**config.mk**
```make
export PLATFORM = sky130hd
export DESIGN_NAME = oc_pulse_gen
export DESIGN_NICKNAME = d
export VERILOG_FILES = /design/src/rtl/oc_pkg.sv /design/src/rtl/oc_timer.sv /design/src/rtl/oc_match.sv /design/src/rtl/oc_fsm.sv /design/src/rtl/oc_pulse_gen.sv
export SDC_FILE = /design/constraint.sdc
export NUM_CORES = 1
export LEC_CHECK = 0
export ABC_AREA = 0
export CELL_PAD_IN_SITES_DETAIL_PLACEMENT = 1
export CELL_PAD_IN_SITES_GLOBAL_PLACEMENT = 1
export CORE_UTILIZATION = 49
export CTS_BUF_LIST = sky130_fd_sc_hd__clkbuf_4
export DETAILED_ROUTE_END_ITERATION = 8
export DONT_BUFFER_PORTS = 1
export PLACE_DENSITY_LB_ADDON = 0.25
export SYNTH_ARGS = -nofsm -noshare
export SYNTH_HDL_FRONTEND = slang
export SYNTH_HIERARCHICAL = 1
export SYNTH_SLANG_ARGS = --single-unit
export TNS_END_PERCENT = 30
```
**constraint.sdc**
```tcl
create_clock -name clk -period 2.5 [get_ports clk]
set_input_delay 0.25 -clock clk [delete_from_list [all_inputs] [get_ports clk]]
set_output_delay 0.25 -clock clk [all_outputs]
set_load 0.005 [all_outputs]
```
**src/rtl/oc_pkg.sv**
```systemverilog
package oc_pkg;
  typedef enum logic [1:0] {
    OC_IDLE,
    OC_WAIT_RISE,
    OC_WAIT_FALL,
    OC_DONE
  } oc_state_e;
endpackage

```
**src/rtl/oc_timer.sv**
```systemverilog
module oc_timer #(
  parameter int W = 16
) (
  input  logic         clk,
  input  logic         rst,
  input  logic         en,
  input  logic         arm,
  input  logic [W-1:0] period,
  input  logic [W-1:0] preload,
  output logic [W-1:0] cnt,
  output logic         fresh
);
  // next counter value: wrap to zero after the period value
  function automatic logic [W-1:0] step_count(input logic [W-1:0] t, input logic [W-1:0] p);
    return (t == p) ? '0 : t + 1'b1;
  endfunction

  always_ff @(posedge clk) begin
    if (rst) begin
      cnt   <= '0;
      fresh <= 1'b0;
    end else if (arm) begin
      cnt   <= preload;
      fresh <= 1'b0;
    end else if (en) begin
      cnt   <= step_count(cnt, period);
      fresh <= 1'b1;
    end else begin
      fresh <= 1'b0;
    end
  end
endmodule

```
**src/rtl/oc_match.sv**
```systemverilog
module oc_match #(
  parameter int W = 16
) (
  input  logic         fresh,
  input  logic [W-1:0] cnt,
  input  logic [W-1:0] cmp_rise,
  input  logic [W-1:0] cmp_fall,
  output logic         rise_hit,
  output logic         fall_hit
);
  // a compare only counts on a value the counter has just stepped to
  function automatic logic hit(input logic f, input logic [W-1:0] t, input logic [W-1:0] c);
    return f && (t == c);
  endfunction

  always_comb begin
    rise_hit = hit(fresh, cnt, cmp_rise);
    fall_hit = hit(fresh, cnt, cmp_fall);
  end
endmodule

```
**src/rtl/oc_fsm.sv**
```systemverilog
module oc_fsm
  import oc_pkg::*;
(
  input  logic      clk,
  input  logic      rst,
  input  logic      arm,
  input  logic      rise_hit,
  input  logic      fall_hit,
  input  logic      flag_clr,
  output oc_state_e state,
  output logic      rise_evt,
  output logic      fall_evt,
  output logic      pulse,
  output logic      flag
);
  always_comb begin
    rise_evt = !arm && (state == OC_WAIT_RISE) && rise_hit;
    fall_evt = !arm && (state == OC_WAIT_FALL) && fall_hit;
  end

  always_ff @(posedge clk) begin
    if (rst) begin
      state <= OC_IDLE;
      pulse <= 1'b0;
    end else if (arm) begin
      state <= OC_WAIT_RISE;
      pulse <= 1'b0;
    end else if (rise_evt) begin
      state <= OC_WAIT_FALL;
      pulse <= 1'b1;
    end else if (fall_evt) begin
      state <= OC_DONE;
      pulse <= 1'b0;
    end
  end

  // set has priority over clear
  always_ff @(posedge clk) begin
    if (rst)           flag <= 1'b0;
    else if (fall_evt) flag <= 1'b1;
    else if (flag_clr) flag <= 1'b0;
  end
endmodule

```
**src/rtl/oc_pulse_gen.sv**
```systemverilog
module oc_pulse_gen
  import oc_pkg::*;
#(
  parameter int W = 16
) (
  input  logic         clk,
  input  logic         rst,
  input  logic         en,
  input  logic         arm,
  input  logic [W-1:0] period,
  input  logic [W-1:0] cmp_rise,
  input  logic [W-1:0] cmp_fall,
  input  logic [W-1:0] preload,
  input  logic         flag_clr,
  output logic         pulse_out,
  output logic         flag,
  output logic [W-1:0] timer_val
);
  logic [W-1:0] cnt;
  logic         fresh;
  logic         rise_hit;
  logic         fall_hit;
  logic         rise_evt;
  logic         fall_evt;
  oc_state_e    state;

  oc_timer #(.W(W)) u_timer (
    .clk(clk), .rst(rst), .en(en), .arm(arm),
    .period(period), .preload(preload),
    .cnt(cnt), .fresh(fresh)
  );

  oc_match #(.W(W)) u_match (
    .fresh(fresh), .cnt(cnt),
    .cmp_rise(cmp_rise), .cmp_fall(cmp_fall),
    .rise_hit(rise_hit), .fall_hit(fall_hit)
  );

  oc_fsm u_fsm (
    .clk(clk), .rst(rst), .arm(arm),
    .rise_hit(rise_hit), .fall_hit(fall_hit), .flag_clr(flag_clr),
    .state(state), .rise_evt(rise_evt), .fall_evt(fall_evt),
    .pulse(pulse_out), .flag(flag)
  );

  assign timer_val = cnt;
endmodule

```
# After elaboration in Yosys (flattened, before gate mapping)
# Index checks and enable logic that the tools add are counted.
# classes
n_eq_ne	5
n_reduce_logical	12
add_sub_neg	1
multipliers	0
shift	0
mux	11
magnitude_cmp	0
n_bitwise	0
n_div	0
# op_table
operator	count
$eq 16x16->1	3
$mux 16	3
$add 16x1->16 const B	1
$logic_and 1x1->1	6
$mux 1	6
$reduce_bool 2->1	3
$mux 2	2
$reduce_bool 3->1	1
$eq 2x1->1 const B	1
$eq 2x2->1 const B	1
$reduce_or 2->1	1
$logic_not 1->1	1
# word_totals
latchBits	0
wordCells	35
in_bits	69
n_memories	0
output_inout_bits	18
regBits	21
ram_bits	0
romBits	0

# Depth between registers and ports, before layout
# Gate-level depths: netlist of run 1.
# depth
ltp_word	6
depth_mapped	7
ltp_nobuf	6

# By module
# Netlist of run 1, hierarchy kept.
# by_module_without_submodules
mod	instances	cells_each	area_per_inst_um2	seq_area_each_um2
oc_timer	1	162	1232.4	340.3
oc_match	1	44	362.8	0.0
oc_fsm	1	16	183.9	80.1

# Worst setup path before layout of run 1
# Ideal clock, no wire load.
# synth_path
kind	register to register
from	register u_timer.cnt[10]
to	register u_fsm.pulse
t_arrival_ns	1.593
required_ns	2.368
setup_ns	0.132
path_buffers	0
slack_ns	0.776
period_less_slack_ns	1.724
stages_incl_launch_ff	7
path_cell_list	dfxtp_1 xor2_1 nor4_1 nand4_1 nor4_2 nor4bb_4 o32ai_1
# synth_between
elab_chain_len	4
word_cells_on_any_way	8
classes_between	eq/ne: 2; mux: 1; reduce/logical: 5
# synth_rtl
element	line_no	source
start: declaration	oc_timer.sv:10	output logic [W-1:0] cnt,
start signal: assignment	oc_timer.sv:23	cnt <= preload;
start signal: assignment	oc_timer.sv:26	cnt <= step_count(cnt, period);
$eq 16x16->1	oc_match.sv:13	return f && (t == c);
$logic_and 1x1->1	oc_match.sv:13	
named net fall_hit	oc_pulse_gen.sv:22	logic fall_hit;
$logic_and 1x1->1	oc_fsm.sv:18	fall_evt = !arm && (state == OC_WAIT_FALL) && fall_hit;
named net fall_evt	oc_pulse_gen.sv:24	logic fall_evt;
$reduce_bool 2->1 (no line)	n/a	
end signal: assignment	oc_fsm.sv:24	pulse <= 1'b0;
end signal: assignment	oc_fsm.sv:27	pulse <= 1'b0;
end signal: assignment	oc_fsm.sv:30	pulse <= 1'b1;
end: declaration	oc_fsm.sv:13	output logic pulse,
# The timed path passes the listed nets, and every way through them passes these cells.
# A chain may end at the register's enable or synchronous reset.

# Final worst setup path of run 1
# layout_path
from	register u_timer.cnt[0]
to	register u_timer.cnt[10]
# layout_between
elab_chain_len	4
word_cells_on_any_way	5
classes_between	add/sub: 1; eq/ne: 1; mux: 3
# layout_rtl
element	line_no	source
$add 16x1->16 / $eq 16x16->1 (equally long branches)	oc_timer.sv:15	return (t == p) ? '0 : t + 1'b1;
$mux 16 (*)	oc_timer.sv:15	
$mux 16 (*)	oc_timer.sv:25	end else if (en) begin
$mux 16 (*)	oc_timer.sv:22	end else if (arm) begin
# Every way passes the cells marked *; elsewhere a longest branch is shown, timed or not. The select of a mux whose other input is x is not followed.

==> results of run 1 <==
[final cells by class]
class                      count  share of cell area (%)
tap                           46                    3.06
timing repair buffer           8                    3.59
inverter                       6                    1.20
clock buffer                   4                    1.59
sequential                    21                    22.3
multi-input combinational    183                    68.2
[through the flow]
| step | hold WS [ps] | util, % | std cells | power (mW) | setup slack [ps] |
|---|---|---|---|---|---|
| after floorplan | 327 | - | 221 | 0.529 | 776 |
| after global placement | 323 | 53.4 | 261 | 0.551 | 613 |
| after detailed placement | 327 | 53.4 | 261 | 0.561 | 519 |
| after CTS | 3.59 | 54.8 | 267 | 0.743 | 466 |
| after global routing | 1.19 | 55.1 | 268 | 0.773 | 301 |
| final | 13.9 | 55.1 | 268 | 0.740 | 495 |
[metal layers]
layer,wire length (um),vias to the layer above
met2,2860,91
met5,0,-
met4,161,0
li1,-,791
met3,535,17
met1,2300,775
[state kept, by name (all words and copies together), names as in the netlist]
name,flops
u_fsm/flag,1
u_fsm/pulse,1
u_fsm/state,2
u_timer/cnt,16
u_timer/fresh,1
[layout by cell type, fill, tap and decap left out, drive strengths merged, types with 2 or more instances in the layout]
master       instances
nor2                 6
nand4               11
nor4                10
nor3                12
nor2b                2
nor3b               12
xor2                32
dfxtp               21
a21oi               29
inv                  6
buf                  5
nand2                8
xnor2               29
dlygate4sd3          3
nand3               16
clkbuf               4
o22ai                4
[worst register-to-register path, stage by stage (launching register included)]
cell     delay [ps]
dfxtp_1         620
ha_1            310
nand4_2         180
nor3_1          320
xor2_1          200
nand3_1         120
a21oi_1         190
[worst paths after layout]
check / from / to / slack [ps]
worst max-delay path: u_timer/cnt[0] / u_timer/cnt[10] / 490
worst min-delay path: rst / u_timer/fresh / 10
worst max register to register: u_timer/cnt[0] / u_timer/cnt[10] / 490
worst min register to register: u_fsm/pulse / u_fsm/pulse / 600
[power by group through the flow]
stage	registers (mW)	clock network (mW)	logic (mW)
final	0.401	0.176	0.163
after detailed placement	0.408	0	0.153
after global routing	0.404	0.191	0.178
after global placement	0.405	0	0.146
after floorplan	0.395	0	0.133
after CTS	0.400	0.183	0.160
[repair_timing]
item / in CTS / in global routing
hold endpoints to repair: 7 / 2
hold buffers: 2 / 1
setup buffers: 0 / 0
==> flow_summary.json, run 1 <==
{
  "dieWidth_um": 62.2,
  "dpl.hpwl_um": 4300,
  "nFillCells": 423,
  "io_buffers": 0,
  "fin_area_sq_mm": 0.00188,
  "first_pass_iters": 4,
  "max_freq_mhz": 499,
  "max-slew-margin-rel_pct": 39.5,
  "seqCellArea_sq_um": 420,
  "die_h_um": 62.2,
  "avgSynthCellArea_sq_um": 8.03,
  "rr_worst_depth": 6,
  "grt_setup_unrepaired": "false",
  "path_buf_inv": 0,
  "clock-root-buffer": "clkbuf_4",
  "area_delta_synth_final_pct": 6.06,
  "place_area_sq_mm": 0.00182,
  "critPathMaxStageDelay_ps": 620,
  "status": "completed",
  "gr-usage-met1_pct": 35.4,
  "die-area_sq_mm": 0.00387,
  "antenna_left": 0,
  "hold_viol": 0,
  "p_comb_share_pct": 22.1,
  "cts_inserted_buffers": 3,
  "grt_use_met2_pct": 52.2,
  "p_switching_uw": 229,
  "p_int_uw": 511,
  "num_antenna_cells": 0,
  "grt_pass1_vias": 1825,
  "viasPerCell": 6.25,
  "initialDrtViolationCount": 56,
  "post_cts_resized": 0,
  "wl_per_cell_um": 21.9,
  "clkSlewWorstSetupHoldPaths_ps": 120,
  "crit_slowest_cell": "dfxtp_1",
  "cellLeakagePower_nw": 0.646,
  "fin_setup_tns_ps": 0,
  "required_ps": 2740,
  "sw_frac_of_total_pct": 30.9,
  "drive_above_1_share_pct": 7.66,
  "drc_errors": 0,
  "overflow": 0,
  "p_seq_share_pct": 54.1,
  "whs_path_depth": 1,
  "p_per_area_mw_per_mm2": 393,
  "synth_nets": 291,
  "rows": 21,
  "cp-start-kind": "flop",
  "hp-class": "in2reg",
  "core_sq_mm": 0.00342,
  "cts_buffer_depth": 2,
  "cp.arrival_ps": 2240,
  "crit_type": "reg2reg",
  "clock_latency_ps": 300,
  "cap_violations": 0,
  "fin_crit_sh_pct": 80.2,
  "grt_max_degree": 42,
  "initial_core_util_pct": 52.0,
  "cp.depth": 6,
  "via_count": 1674,
  "antenna_found_initial": 0,
  "cts_tree": "done",
  "fin_skew_ps": 5.02,
  "max-vdd-ir-drop_mv": 0.208,
  "synth_area_sq_mm": 0.00178,
  "syn_inst": 221,
  "pin_count": 87,
  "worstMarginPinSlew_ps": 906,
  "p_clk_share_pct": 23.8,
  "busiest_layer": "met2",
  "wl_um": 5860,
  "gp_congestion": 0.828,
  "fin_crit_ps": 2010,
  "drv_slew": 0,
  "critPathCaptureType": "flop",
  "critPathMaxFanout": 9,
  "multi_input_area_sq_mm": 0.00128,
  "ys_warn_count": 6,
  "grt_pass1_wl_um": 9150,
  "setup_viol": 0,
  "cp_cell_sequence": "ha_1 > nand4_2 > nor3_1 > xor2_1 > nand3_1 > a21oi_1",
  "critPathTopFamily": "flip-flops",
  "cts_sinks": 21,
  "cts_max_level": 1,
  "gr-usage-met3_pct": 6.62,
  "layout.nets": 293,
  "track_usage_pct": 30.2
}
Note: power is estimated with default switching activity, not from simulation.
==> inputs of run 2 (changes only) <==
--- a/config.mk
+++ b/config.mk
@@ -5,10 +5,10 @@
 export SDC_FILE = /design/constraint.sdc
 export NUM_CORES = 1
 export LEC_CHECK = 0
-export ABC_AREA = 0
+export ABC_AREA = 1
 export CELL_PAD_IN_SITES_DETAIL_PLACEMENT = 1
 export CELL_PAD_IN_SITES_GLOBAL_PLACEMENT = 1
-export CORE_UTILIZATION = 49
+export CORE_UTILIZATION = 42
 export CTS_BUF_LIST = sky130_fd_sc_hd__clkbuf_4
 export DETAILED_ROUTE_END_ITERATION = 8
 export DONT_BUFFER_PORTS = 1
==> constraint.sdc (replaced) <==
create_clock -name clk -period 1.9 [get_ports clk]
set_input_delay 0.19 -clock clk [delete_from_list [all_inputs] [get_ports clk]]
set_output_delay 0.19 -clock clk [all_outputs]
set_load 0.005 [all_outputs]
==> flow_summary.json, run 2 <==
{
  "max_freq_mhz": 564,
  "wl_per_cell_um": 15.9,
  "reg_top3": "u_timer/cnt: 16 flops, u_fsm/state: 2 flops",
  "setup_slack_ps": 125,
  "fin_area_sq_mm": 0.00220,
  "dpl.hpwl_um": 5670,
  "cts_buffer_depth": 2,
  "grt_setup_unrepaired": "false",
  "p_switching_uw": 353,
  "synth_area_sq_mm": 0.00203,
  "cts_max_level": 1,
  "io_buffers": 0,
  "drive_above_1_share_pct": 12.3,
  "cap_violations": 0,
  "hold_slack_ps": 18.0,
  "clock-root-buffer": "clkbuf_4",
  "setup_viol": 0,
  "largest-register": "u_timer/cnt",
  "wl_um": 6920,
  "sw_frac_of_total_pct": 34.4,
  "area_delta_synth_final_pct": 8.06,
  "p_seq_share_pct": 50.2,
  "cp-start-kind": "flop",
  "most-common-layout-cells": "125 x nand2_1, 59 x inv_1, 46 x nor2_1",
  "overflow": 0,
  "layout_commonest_cell": "nand2_1",
  "drc_errors": 0,
  "layout.nets": 453,
  "avgSynthCellArea_sq_um": 5.47,
  "cts_sinks": 21,
  "drv_slew": 0,
  "cp.arrival_ps": 2010,
  "clock_latency_ps": 310,
  "hp-class": "in2reg",
  "core_sq_mm": 0.00450,
  "final_cells": 434,
  "p_int_uw": 674,
  "critPathMaxFanout": 9,
  "first_pass_iters": 4,
  "viasPerCell": 5.53,
  "antenna_left": 0,
  "worstMarginPinSlew_ps": 864,
  "cts_inserted_buffers": 3,
  "p_per_area_mw_per_mm2": 467,
  "track_usage_pct": 27.5,
  "ys_warn_count": 6,
  "p_comb_share_pct": 26.6,
  "die-area_sq_mm": 0.00512,
  "hold_viol": 0,
  "cellLeakagePower_nw": 1.12,
  "nFillCells": 682,
  "crit_type": "reg2reg",
  "rr_endpoint": "u_timer/cnt[14]",
  "rr_startpoint": "u_timer/cnt[0]",
  "place_area_sq_mm": 0.00214,
  "p_clk_share_pct": 23.2,
  "syn_inst": 372,
  "min_from": "en",
  "required_ps": 2130,
  "regToRegSetupSlack_ps": 130,
  "utilization_pct": 48.8,
  "fin_crit_ps": 1770,
  "pin_count": 87,
  "synth_nets": 442,
  "critPathCaptureType": "flop",
  "place_ws_ps": 89.9,
  "cts_tree": "done",
  "min_to": "u_timer/fresh",
  "fin_setup_tns_ps": 0,
  "status": "completed",
  "initialDrtViolationCount": 58,
  "via_count": 2400,
  "antenna_found_initial": 0,
  "dieWidth_um": 71.6,
  "largest_reg_flops": 16,
  "max-slew-margin-rel_pct": 42.2,
  "gp_congestion": 0.918,
  "placed_cells": 428,
  "fin_crit_sh_pct": 93.4,
  "grt_pass1_vias": 2431,
  "die_h_um": 71.6,
  "p_total_mw": 1.03,
  "max-vdd-ir-drop_mv": 0.222,
  "num_antenna_cells": 0,
  "postCtsSetupBuffers": 0,
  "grt_pass1_wl_um": 11100,
  "seqCellArea_sq_um": 427,
  "initial_core_util_pct": 45.1,
  "rows": 24,
  "multi_input_area_sq_mm": 0.00132,
  "clkSlewWorstSetupHoldPaths_ps": 120,
  "rr_worst_depth": 9,
  "fin_skew_ps": 6.25,
  "grt_max_degree": 23,
  "whs_path_depth": 2
}
[run 2: worst max-delay path by stage]
stage                               from         endpoint  cells past startpoint
final                     u_timer/cnt[0]  u_timer/cnt[14]                      9
after global routing      u_timer/cnt[7]      u_fsm/pulse                     13
after CTS                 u_timer/cnt[0]  u_timer/cnt[14]                      9
after detailed placement  u_timer/cnt[0]  u_timer/cnt[14]                      9
after global placement    u_timer/cnt[0]  u_timer/cnt[14]                      9
after floorplan           u_timer/cnt[1]  u_timer/cnt[14]                      9
[run 2: critical path, stage by stage (launching register included)]
cell and delay (ps):
dfxtp_2 450, ha_1 260, nand2_1 120, nor2_2 200, nand2_2 140, nor2_2 150
nand2_1 70, nand2_1 70, nand4_1 110, a21oi_1 150
[run 2: power groups by stage]
| stage | registers (mW) | logic, mW | clock network, mW |
|---|---|---|---|
| after floorplan | 0.514 | 0.196 | 0 |
| after global placement | 0.523 | 0.247 | 0 |
| after detailed placement | 0.524 | 0.260 | 0 |
| after CTS | 0.514 | 0.272 | 0.246 |
| after global routing | 0.521 | 0.308 | 0.265 |
| final | 0.516 | 0.273 | 0.238 |
[run 2: cell type report]
| type | instances | area share [%] |
|---|---|---|
| Clock buffer | 4 | 1.37 |
| Timing Repair Buffer | 13 | 4.67 |
| Multi-Input combinational cell | 277 | 60.1 |
| Sequential cell | 21 | 19.4 |
| Tap cell | 52 | 2.96 |
| Inverter | 67 | 11.4 |
[run 2: metal layers]
| layer | global-route usage [%] | vias to the layer above | wire, um | part of all wire [%] |
|---|---|---|---|---|
| li1 | - | 1178 | - | - |
| met2 | 51.0 | 78 | 3500 | 51 |
| met5 | 0 | - | 0 | 0 |
| met3 | 4.22 | 15 | 382 | 5.5 |
| met1 | 32.7 | 1129 | 2900 | 42 |
| met4 | 7.63 | 0 | 127 | 1.8 |
[run 2: what timing repair did]
action / in CTS / in global routing
endpoints found under the setup margin: 0 / 9
gates resized for setup: 0 / 5
hold buffers: 2 / 0
hold endpoints to repair: 19 / 0
